[src/rtl/ws_pkg.sv]
// Package: shared helpers for the working-set tracker.
// Assumes periods are unsigned; a zero period is clamped to one.
package ws_pkg;

    // Clamp a period value so that zero behaves as one cycle.
    function automatic logic [31:0] clamp_period(input logic [31:0] p);
        return (p == 32'd0) ? 32'd1 : p;
    endfunction

endpackage

[src/rtl/ws_interval_timer.sv]
// Module: interval timer that raises a one-cycle fire pulse every
// programmed number of cycles. A period write restarts the count and
// suppresses firing in the write cycle. Assumes period 0 means 1.
module ws_interval_timer #(
    parameter int PERIOD_W       = 16,
    parameter int DEFAULT_PERIOD = 20
) (
    input  logic                clk,
    input  logic                rst_n,
    input  logic                wr_en,
    input  logic [PERIOD_W-1:0] wr_data,
    output logic                fire
);
    import ws_pkg::*;

    logic [PERIOD_W-1:0] period_q;
    logic [PERIOD_W-1:0] cnt_q;
    logic [PERIOD_W-1:0] eff;
    logic [31:0]         eff_wide;
    logic                at_end;

    // Effective period and end-of-interval detect.
    always_comb begin
        eff_wide = clamp_period(32'(period_q));
        eff      = eff_wide[PERIOD_W-1:0];
        at_end   = (cnt_q == eff - 1'b1);
        fire     = at_end && !wr_en;
    end

    // Period register and interval counter.
    always_ff @(posedge clk) begin
        if (!rst_n) begin
            period_q <= PERIOD_W'(DEFAULT_PERIOD);
            cnt_q    <= '0;
        end else if (wr_en) begin
            period_q <= wr_data;
            cnt_q    <= '0;
        end else if (at_end) begin
            cnt_q    <= '0;
        end else begin
            cnt_q    <= cnt_q + 1'b1;
        end
    end

    p_restart_r3: assert property (@(posedge clk) disable iff (!rst_n)
        wr_en |=> (cnt_q == '0));
    p_wrap_r2: assert property (@(posedge clk) disable iff (!rst_n)
        fire |=> (cnt_q == '0));
    p_cnt_range_r2: assert property (@(posedge clk) disable iff (!rst_n)
        cnt_q < eff);

endmodule

[src/rtl/ws_page_slot.sv]
// Module: per-page live reference flag plus a history shift register.
// On fire the live flag shifts into slot 0 and is reloaded with the
// same-cycle hit; otherwise a hit sets the live flag. Assumes HIST_BITS>=1.
module ws_page_slot #(
    parameter int HIST_BITS = 2
) (
    input  logic clk,
    input  logic rst_n,
    input  logic fire,
    input  logic hit,
    output logic member
);
    logic                 ref_q;
    logic [HIST_BITS-1:0] hist_q;
    logic [HIST_BITS-1:0] hist_next;

    // Next history value: drop oldest, take live flag into slot 0.
    generate
        if (HIST_BITS == 1) begin : g_one
            always_comb hist_next = ref_q;
        end else begin : g_many
            always_comb hist_next = {hist_q[HIST_BITS-2:0], ref_q};
        end
    endgenerate

    // Live flag and history update.
    always_ff @(posedge clk) begin
        if (!rst_n) begin
            ref_q  <= 1'b0;
            hist_q <= '0;
        end else if (fire) begin
            hist_q <= hist_next;
            ref_q  <= hit;
        end else begin
            ref_q  <= ref_q | hit;
        end
    end

    // Membership from live flag and any history slot.
    always_comb member = ref_q | (|hist_q);

    p_set_r4: assert property (@(posedge clk) disable iff (!rst_n)
        (hit && !fire) |=> ref_q);
    p_clear_r5: assert property (@(posedge clk) disable iff (!rst_n)
        (fire && !hit) |=> !ref_q);
    p_shift_in_r5: assert property (@(posedge clk) disable iff (!rst_n)
        fire |=> (hist_q[0] == $past(ref_q)));
    p_keep_r6: assert property (@(posedge clk) disable iff (!rst_n)
        (fire && hit) |=> ref_q);
    p_hold_r5: assert property (@(posedge clk) disable iff (!rst_n)
        !fire |=> $stable(hist_q));

endmodule

[src/rtl/ws_popcount.sv]
// Module: registered population count of the membership vector.
// Output lags the vector by one cycle. Assumes CNT_W holds N.
module ws_popcount #(
    parameter int N     = 16,
    parameter int CNT_W = 5
) (
    input  logic             clk,
    input  logic             rst_n,
    input  logic [N-1:0]     vec,
    output logic [CNT_W-1:0] count
);
    logic [CNT_W-1:0] sum;

    // Combinational sum of set bits.
    always_comb begin
        sum = '0;
        for (int i = 0; i < N; i++) begin
            sum = sum + CNT_W'(vec[i]);
        end
    end

    // Register the count.
    always_ff @(posedge clk) begin
        if (!rst_n) count <= '0;
        else        count <= sum;
    end

    p_size_lag_r8: assert property (@(posedge clk) disable iff (!rst_n)
        1'b1 |=> (32'(count) == $countones($past(vec))));
    p_size_bound_r8: assert property (@(posedge clk) disable iff (!rst_n)
        32'(count) <= N);

endmodule

[src/rtl/ws_tracker.sv]
// Module: top of the working-set tracker. Decodes reference events to
// pages, runs the interval timer, keeps per-page history and reports
// membership and size. Assumes NUM_PAGES >= 2.
module ws_tracker #(
    parameter int NUM_PAGES      = 16,
    parameter int HIST_BITS      = 2,
    parameter int PERIOD_W       = 16,
    parameter int DEFAULT_PERIOD = 20,
    localparam int PAGE_W        = $clog2(NUM_PAGES),
    localparam int CNT_W         = $clog2(NUM_PAGES + 1)
) (
    input  logic                clk,
    input  logic                rst_n,
    input  logic                ref_valid,
    input  logic [PAGE_W-1:0]   ref_page,
    input  logic                period_wr,
    input  logic [PERIOD_W-1:0] period_data,
    input  logic [PAGE_W-1:0]   query_page,
    output logic                in_set,
    output logic [CNT_W-1:0]    ws_size,
    output logic                sample_strobe
);
    logic                 fire;
    logic [NUM_PAGES-1:0] member_vec;

    ws_interval_timer #(
        .PERIOD_W       (PERIOD_W),
        .DEFAULT_PERIOD (DEFAULT_PERIOD)
    ) u_timer (
        .clk     (clk),
        .rst_n   (rst_n),
        .wr_en   (period_wr),
        .wr_data (period_data),
        .fire    (fire)
    );

    generate
        for (genvar p = 0; p < NUM_PAGES; p++) begin : g_page
            logic hit;
            // Decode whether this page is the referenced one.
            always_comb hit = ref_valid && (32'(ref_page) == p);
            ws_page_slot #(
                .HIST_BITS (HIST_BITS)
            ) u_slot (
                .clk    (clk),
                .rst_n  (rst_n),
                .fire   (fire),
                .hit    (hit),
                .member (member_vec[p])
            );
        end
    endgenerate

    ws_popcount #(
        .N     (NUM_PAGES),
        .CNT_W (CNT_W)
    ) u_count (
        .clk   (clk),
        .rst_n (rst_n),
        .vec   (member_vec),
        .count (ws_size)
    );

    // Membership lookup for the queried page; out-of-range reads 0.
    always_comb begin
        in_set = 1'b0;
        if (32'(query_page) < NUM_PAGES) in_set = member_vec[query_page];
    end

    // Expose the shift strobe.
    always_comb sample_strobe = fire;

    p_no_shift_on_write_r3: assert property (@(posedge clk) disable iff (!rst_n)
        period_wr |-> !sample_strobe);

endmodule

[config.mk]
export PLATFORM = sky130hd
export DESIGN_NAME = ws_tracker
export DESIGN_NICKNAME = d
export VERILOG_FILES = /design/src/rtl/ws_pkg.sv /design/src/rtl/ws_interval_timer.sv /design/src/rtl/ws_page_slot.sv /design/src/rtl/ws_popcount.sv /design/src/rtl/ws_tracker.sv
export SDC_FILE = /design/constraint.sdc
export NUM_CORES = 1
export LEC_CHECK = 0
export ABC_CLOCK_PERIOD_IN_PS = 4910
export BUFFER_PORTS_ARGS = -buffer_cell sky130_fd_sc_hd__buf_2
export CORE_UTILIZATION = 60
export DETAILED_ROUTE_END_ITERATION = 6
export GPL_TIMING_DRIVEN = 0
export HOLD_SLACK_MARGIN = 0.12
export PLACE_DENSITY = 0.8
export SYNTH_ARGS = -nofsm -noshare
export SYNTH_HDL_FRONTEND = slang
export SYNTH_SLANG_ARGS = --single-unit
[constraint.sdc]
create_clock -name clk -period 4.91 [get_ports clk]
set_clock_uncertainty 0.05 [all_clocks]
set_input_delay 0.491 -clock clk [delete_from_list [all_inputs] [get_ports clk]]
set_output_delay 0.491 -clock clk [all_outputs]
set_load 0.02 [all_outputs]
Yosys cells after proc, flatten, opt, wreduce, memory -nomap -nowiden
Index checks and enable logic that the tools add are counted.
{"block": "totals", "reg_bits": 85, "in_bits": 28, "wordCells": 158}
{"block": "op_classes", "add_sub_neg": 17, "magnitude_cmp": 1, "eq_ne": 16, "mux": 19, "bitwise": 33, "n_reduce_logical": 37}
{"cell": "5-bit by 1-bit adder with 5-bit output", "n": 14}
{"cell": "4-bit equality test, second input constant", "n": 8}
{"cell": "1-bit bitwise OR", "n": 32}
{"cell": "2-bit OR reduction", "n": 16}
{"cell": "1-bit logical AND", "n": 17}
{"cell": "1-bit two-way mux", "n": 17}
{"cell": "16-bit by 1-bit adder with 16-bit output, second input constant", "n": 1}
{"cell": "16-bit equality test", "n": 1}
{"cell": "4-bit by 3-bit equality test with 1-bit output, second input constant", "n": 4}
{"cell": "16-bit logical NOT", "n": 1}
{"cell": "16-bit two-way mux", "n": 1}
{"cell": "16-bit by 1-bit subtractor with 16-bit output, second input constant", "n": 1}
{"cell": "4-bit by 2-bit equality test with 1-bit output, second input constant", "n": 2}
{"cell": "4-bit by 5-bit less-than comparator with 1-bit output, second input constant", "n": 1}
{"cell": "1-bit binary-select mux with 4-bit select", "n": 1}
{"cell": "4-bit by 1-bit equality test with 1-bit output, second input constant", "n": 1}
{"cell": "4-bit logical NOT", "n": 1}
{"cell": "3-bit OR reduction", "n": 1}
{"cell": "1-bit by 1-bit adder with 2-bit output", "n": 1}
{"cell": "1-bit logical NOT", "n": 1}
{"cell": "1-bit inverter", "n": 1}

Logic depth before layout (Yosys ltp)
{"block": "depth", "depth_word": 17, "depth_mapped": 15}

Hierarchy
From an unflattened synthesis, not the netlist that was laid out.
{"block": "hier_totals", "cells_unflattened": 456, "hier_area_um2": 4474.3}
{"module": "ws_interval_timer", "instances": 1, "cells_per_inst": 215, "area_each_um2": 1916.8, "seq_area_each_um2": 640.6}
{"module": "ws_page_slot", "instances": 16, "cells_per_inst": 10, "area_each_um2": 112.6, "seq_area_each_um2": 60.1}
{"module": "ws_popcount", "instances": 1, "cells_per_inst": 51, "area_each_um2": 510.5, "seq_area_each_um2": 100.1}
{"module": "ws_tracker", "instances": 1, "cells_per_inst": 30, "area_each_um2": 245.2, "seq_area_each_um2": 0.0}

Worst setup path after synthesis
No wires, ideal clock.
{"block": "synth_path", "path_kind": "register -> register", "from": "register g_page[0].u_slot.hist_q[1]", "to": "register u_count.count[1]", "setup_time_ns": 0.115, "t_arrival_ns": 4.119, "required_time_ns": 4.745, "path_slack_ns": 0.626, "stages_incl_launch_ff": 12, "period_less_slack_ns": 4.284, "cell_sequence": "dfxtp_1 > or3_1 > ha_1 > fa_1 > fa_1 > inv_1 > fa_1 > fa_1 > fa_1 > inv_1 > fa_1 > and2_1"}
{"block": "synth_via", "elab_chain_len": 17}
{"element": "start, declared", "line": "ws_page_slot.sv:14", "rtl": "logic [HIST_BITS-1:0] hist_q;"}
{"element": "start signal, assigned", "line": "ws_page_slot.sv:32", "rtl": "hist_q <= hist_next;"}
{"element": "2-bit OR reduction", "line": "ws_page_slot.sv:40", "rtl": "always_comb member = ref_q | (|hist_q);"}
{"element": "1-bit bitwise OR", "line": "ws_page_slot.sv:40"}
{"element": "1-bit by 1-bit adder with 2-bit output", "line": "ws_popcount.sv:18", "rtl": "sum = sum + CNT_W'(vec[i]);"}
{"element": "5-bit by 1-bit adder with 5-bit output (14 in a row)", "line": "ws_popcount.sv:18"}
{"element": "via u_count.sum[1]", "line": "ws_popcount.sv:12", "rtl": "logic [CNT_W-1:0] sum;"}
{"element": "end signal, assigned", "line": "ws_popcount.sv:25", "rtl": "else count <= sum;"}
{"element": "end, declared", "line": "ws_popcount.sv:10", "rtl": "output logic [CNT_W-1:0] count"}
The timed path passes the listed nets, and every way through them passes these cells.
A chain may end at the register's enable or synchronous reset.

Worst setup path in the final report
{"block": "layout_path", "from": "register u_timer.period_q[12]", "to": "output sample_strobe"}
{"block": "layout_via", "elab_chain_len": 5}
{"element": "start, declared", "line": "ws_interval_timer.sv:16", "rtl": "logic [PERIOD_W-1:0] period_q;"}
{"element": "start signal, assigned", "line": "ws_interval_timer.sv:33", "rtl": "period_q <= PERIOD_W'(DEFAULT_PERIOD);"}
{"element": "start signal, assigned", "line": "ws_interval_timer.sv:36", "rtl": "period_q <= wr_data;"}
{"element": "16-bit logical NOT", "line": "ws_pkg.sv:7", "rtl": "return (p == 32'd0) ? 32'd1 : p;"}
{"element": "16-bit two-way mux (*)", "line": "ws_pkg.sv:7"}
{"element": "16-bit by 1-bit subtractor with 16-bit output (*)", "line": "ws_interval_timer.sv:26", "rtl": "at_end = (cnt_q == eff - 1'b1);"}
{"element": "16-bit equality test (*)", "line": "ws_interval_timer.sv:26"}
{"element": "1-bit logical AND (*)", "line": "ws_interval_timer.sv:27", "rtl": "fire = at_end && !wr_en;"}
{"element": "end, declared", "line": "ws_tracker.sv:21", "rtl": "output logic sample_strobe"}
Every way passes the cells marked *; elsewhere a longest branch is shown, timed or not.

==> results_dict.tcl <==
set metrics [dict create \
    run_status "completed" \
    hp-start "period_data[2]" \
    start_util 0.618 \
    cts_htree_levels 3 \
    r2r_cells 11 \
    relSlewSlack 0.489 \
    die_y_um 88.2 \
    worstPathCellList "clkbuf_1 -> nor4_2 -> nand2b_1 -> nor3_1 -> nor2_1 -> ha_1 -> nor3b_2 -> o21ai_0 -> o221ai_1 -> a2111o_1 -> or4b_4 -> nor4_1 -> buf_2" \
    ys_seq_elements 85 \
    switching_power_mw 0.364 \
    min_to "u_timer.period_q[2]$_SDFFE_PN1P_" \
    routed-wl-met2_um 4670 \
    antenna_found_initial 0 \
    antenna_left 0 \
    crit_path_start_kind "flip-flop" \
    p_leak_nw 2.17 \
    crit_path_max_incr_delay_ns 0.55 \
    areaGrowthSynthToFinish_pct 12.1 \
    synth-async-reset-ratio 0 \
    total_power_mw 1.48 \
    coreArea_um2 7210 \
    sw_frac_of_total 0.245 \
    grt_usage 0.287 \
    synth_ff_type "dfxtp_1" \
    clk_pin_slew_ns 0.09 \
    nets 574 \
    rrSetupSlack_ns 0.48 \
    grt_pass1_vias 3420 \
    synth_edf_count 0 \
    io_buffers 32 \
    cts_tree "yes" \
    intPower_mw 1.12 \
    ys_seq_area_frac 0.382 \
    tightest_slew_ns 0.766 \
    period_minus_slack_ns 4.66 \
    rows 31 \
    io_pins 35 \
    cp.required_ns 4.37 \
    gp_congestion 0.978 \
    cts_buffers 9 \
    fin_crit_sh 0.950 \
    finalSetupTns_ns 0 \
    slew_viol_final 0 \
    worstSetupPathType "reg2out" \
    drc 0 \
    cpMaxStageDelayCell "or4b_4" \
    die_w_um 88.2 \
    fmax_mhz 214 \
    hold_class "in2reg" \
    synth_area_per_cell_um2 9.17 \
    grt_max_degree 15 \
    powerDensity_nw_per_um2 297 \
    dr.pass1.iters 5 \
    ys_warn_count 0 \
    postCtsSetupBuffers 0 \
    vdd_ir_drop_max_v 0.000209 \
    critPathMaxFanout 8 \
    die-area_um2 7770 \
    cp_data_arrival_time_ns 4.12 \
    detailed_place_hpwl_um 7730 \
    clkLatencyLatePin_ns 0.36 \
    grt_pass1_wl_um 16700 \
    comb_power_share 0.104 \
    netlist_area_um2 4460 \
    ctsRootBufferMaster "clkbuf_8" \
    routed_wl_um 10500 \
    vias_per_cell 5.86 \
    synth.net_count 531 \
    fillers 566 \
    vias 3712 \
    maxCapViolCount 0 \
    route.met3.wl_um 756 \
    finalSetupViolCount 0 \
    r2r-end "u_count.count[1]$_SDFF_PN0_" \
    top_layer "met4" \
    overflow 0 \
    clkPwrFrac 0.410 \
    crit_path_end_kind "output pin" \
    synth.distinct_cells 53 \
    hold_violations 0 \
    wire_per_inst_um 16.6 \
    whs_path_depth 3 \
    regToRegStartpoint "g_page[1].u_slot.hist_q[1]$_SDFFE_PN0P_" \
    clkSinkCount 85 \
    drt_iter0_drc 298 \
    synth_cells 486 \
    antennaDiodeCount 0 \
    pwr-share-seq 0.486 \
    wl_met1_um 4850 \
    cts_buffer_depth 2 \
    drive_gt1_frac 0.152 \
]
[routing by layer]
metal | track usage | up-vias
met5 | 0 | -
met1 | 0.413 | 1764
li1 | - | 1781
met2 | 0.426 | 141
met3 | 0.0622 | 26
met4 | 0.0953 | 0
[Yosys cell counts (2+ instances only)]
master     n  area share
clkbuf_1  21       0.018
mux2i_1   50        0.11
or3b_2     2      0.0039
o211ai_1   4      0.0067
and3_1     4      0.0056
nand4_1    4      0.0056
or3_1     12       0.017
fa_1      10       0.045
nand2_1   65       0.055
o21ai_0    6      0.0067
inv_1     14       0.012
a21o_1     2      0.0034
and2_1     5      0.0070
xnor2_1   15       0.029
a31o_2    16       0.031
nor2_1    47       0.040
a31oi_1    2      0.0028
nand3_1   16       0.018
buf_2      3      0.0034
or4_1      3      0.0051
a21oi_1    6      0.0067
o221ai_1   2      0.0039
nor4b_1    3      0.0059
ha_1       7       0.020
nor4_1     5      0.0070
nor3_1    17       0.019
a211oi_1   2      0.0034
mux2_2     2      0.0051
nor2b_1   15       0.021
dfxtp_1   85        0.38
nand3b_1   5      0.0084
xor2_1    14       0.028
mux4_2     2       0.010
[sequential cells by signal, indices dropped and copies added, names as in the netlist]
register,flops
g_page.u_slot.hist_q,32
g_page.u_slot.ref_q,16
u_timer.cnt_q,16
u_timer.period_q,16
u_count.count,5
[through the flow]
step	utilization	cell area, µm²	hold WS (ns)	setup WS, ns	cells
after floorplan	-	4460	0.383	0.626	486
after global placement	0.657	4740	0.392	0.502	617
after detailed placement	0.657	4740	0.405	0.490	617
after CTS	0.691	4990	0.300	0.0999	633
after global routing	0.692	4990	0.307	-0.0506	633
final	0.692	4990	0.304	0.247	633
[worst max-delay path by stage]
stage	from	end	slack [ns]	depth (start not counted)
final	u_timer.period_q[12]$_SDFFE_PN0P_	sample_strobe	0.25	13
after global routing	u_timer.period_q[12]$_SDFFE_PN0P_	sample_strobe	-0.05	13
after CTS	u_timer.period_q[12]$_SDFFE_PN0P_	sample_strobe	0.1	13
after detailed placement	g_page[0].u_slot.hist_q[1]$_SDFFE_PN0P_	u_count.count[1]$_SDFF_PN0_	0.49	11
after global placement	g_page[0].u_slot.hist_q[1]$_SDFFE_PN0P_	u_count.count[1]$_SDFF_PN0_	0.50	11
after floorplan	g_page[0].u_slot.hist_q[1]$_SDFFE_PN0P_	u_count.count[1]$_SDFF_PN0_	0.63	11
[cells in the final DEF, fill, tap and decap left out, drive strengths merged, types with 2 or more instances in the layout]
cell	count
a211oi	2
a21o	2
a21oi	6
a31o	16
a31oi	2
and2	5
and3	4
buf	37
bufinv	3
clkbuf	32
dfxtp	85
fa	10
ha	7
inv	15
mux2	2
mux2i	50
mux4	2
nand2	66
nand3	16
nand3b	5
nand4	4
nor2	47
nor2b	15
nor3	18
nor4	7
nor4b	3
o211ai	4
o21ai	6
o221ai	2
or3	12
or3b	2
or4	3
xnor2	15
xor2	14
[repair_timing]
action,CTS,global route
hold buffers,0,0
gates resized for setup,0,1
setup endpoints to repair,0,1
[worst max-delay path: cells and delay by family (launching register included)]
kind	cells	cell delay [ns]
flip-flops	1	0.30
AO/OA/AOI/OAI	3	0.73
adder cells (fa/ha/maj)	1	0.23
AND/OR/NAND/NOR	7	2.09
buffers and inverters	2	0.41
[logic make-up after synthesis]
| logic type | count (synthesis) | synth area share |
|---|---|---|
| xor gates and xnor gates | 30 | 0.0621 |
| AOI/OAI and AO/OA | 48 | 0.0854 |
| and+or+nand+nor | 212 | 0.242 |
| muxes | 54 | 0.127 |
| adders and majority gates | 17 | 0.0646 |
| DFF | 85 | 0.382 |
| buffers and inverters | 40 | 0.0362 |
[power by group through the flow]
stage	sequential, mW	clock [mW]	combinational [mW]
after floorplan	0.734	0	0.105
after global placement	0.735	0	0.145
after detailed placement	0.736	0	0.150
after CTS	0.720	0.614	0.152
after global routing	0.723	0.643	0.169
final	0.720	0.609	0.154
[cell type report]
cell class / instances / area, µm² / area share
clock buffers: 11 / 141 / 0.0283
inverters: 14 / 52.6 / 0.0105
multi-input cells: 361 / 2600 / 0.520
clock inverters: 5 / 106 / 0.0213
flip-flops and latches: 85 / 1700 / 0.341
plain buffers: 26 / 109 / 0.0218
repair buffers: 32 / 160 / 0.0321
well taps: 99 / 124 / 0.0248
Note: power is estimated with default switching activity, not from simulation.
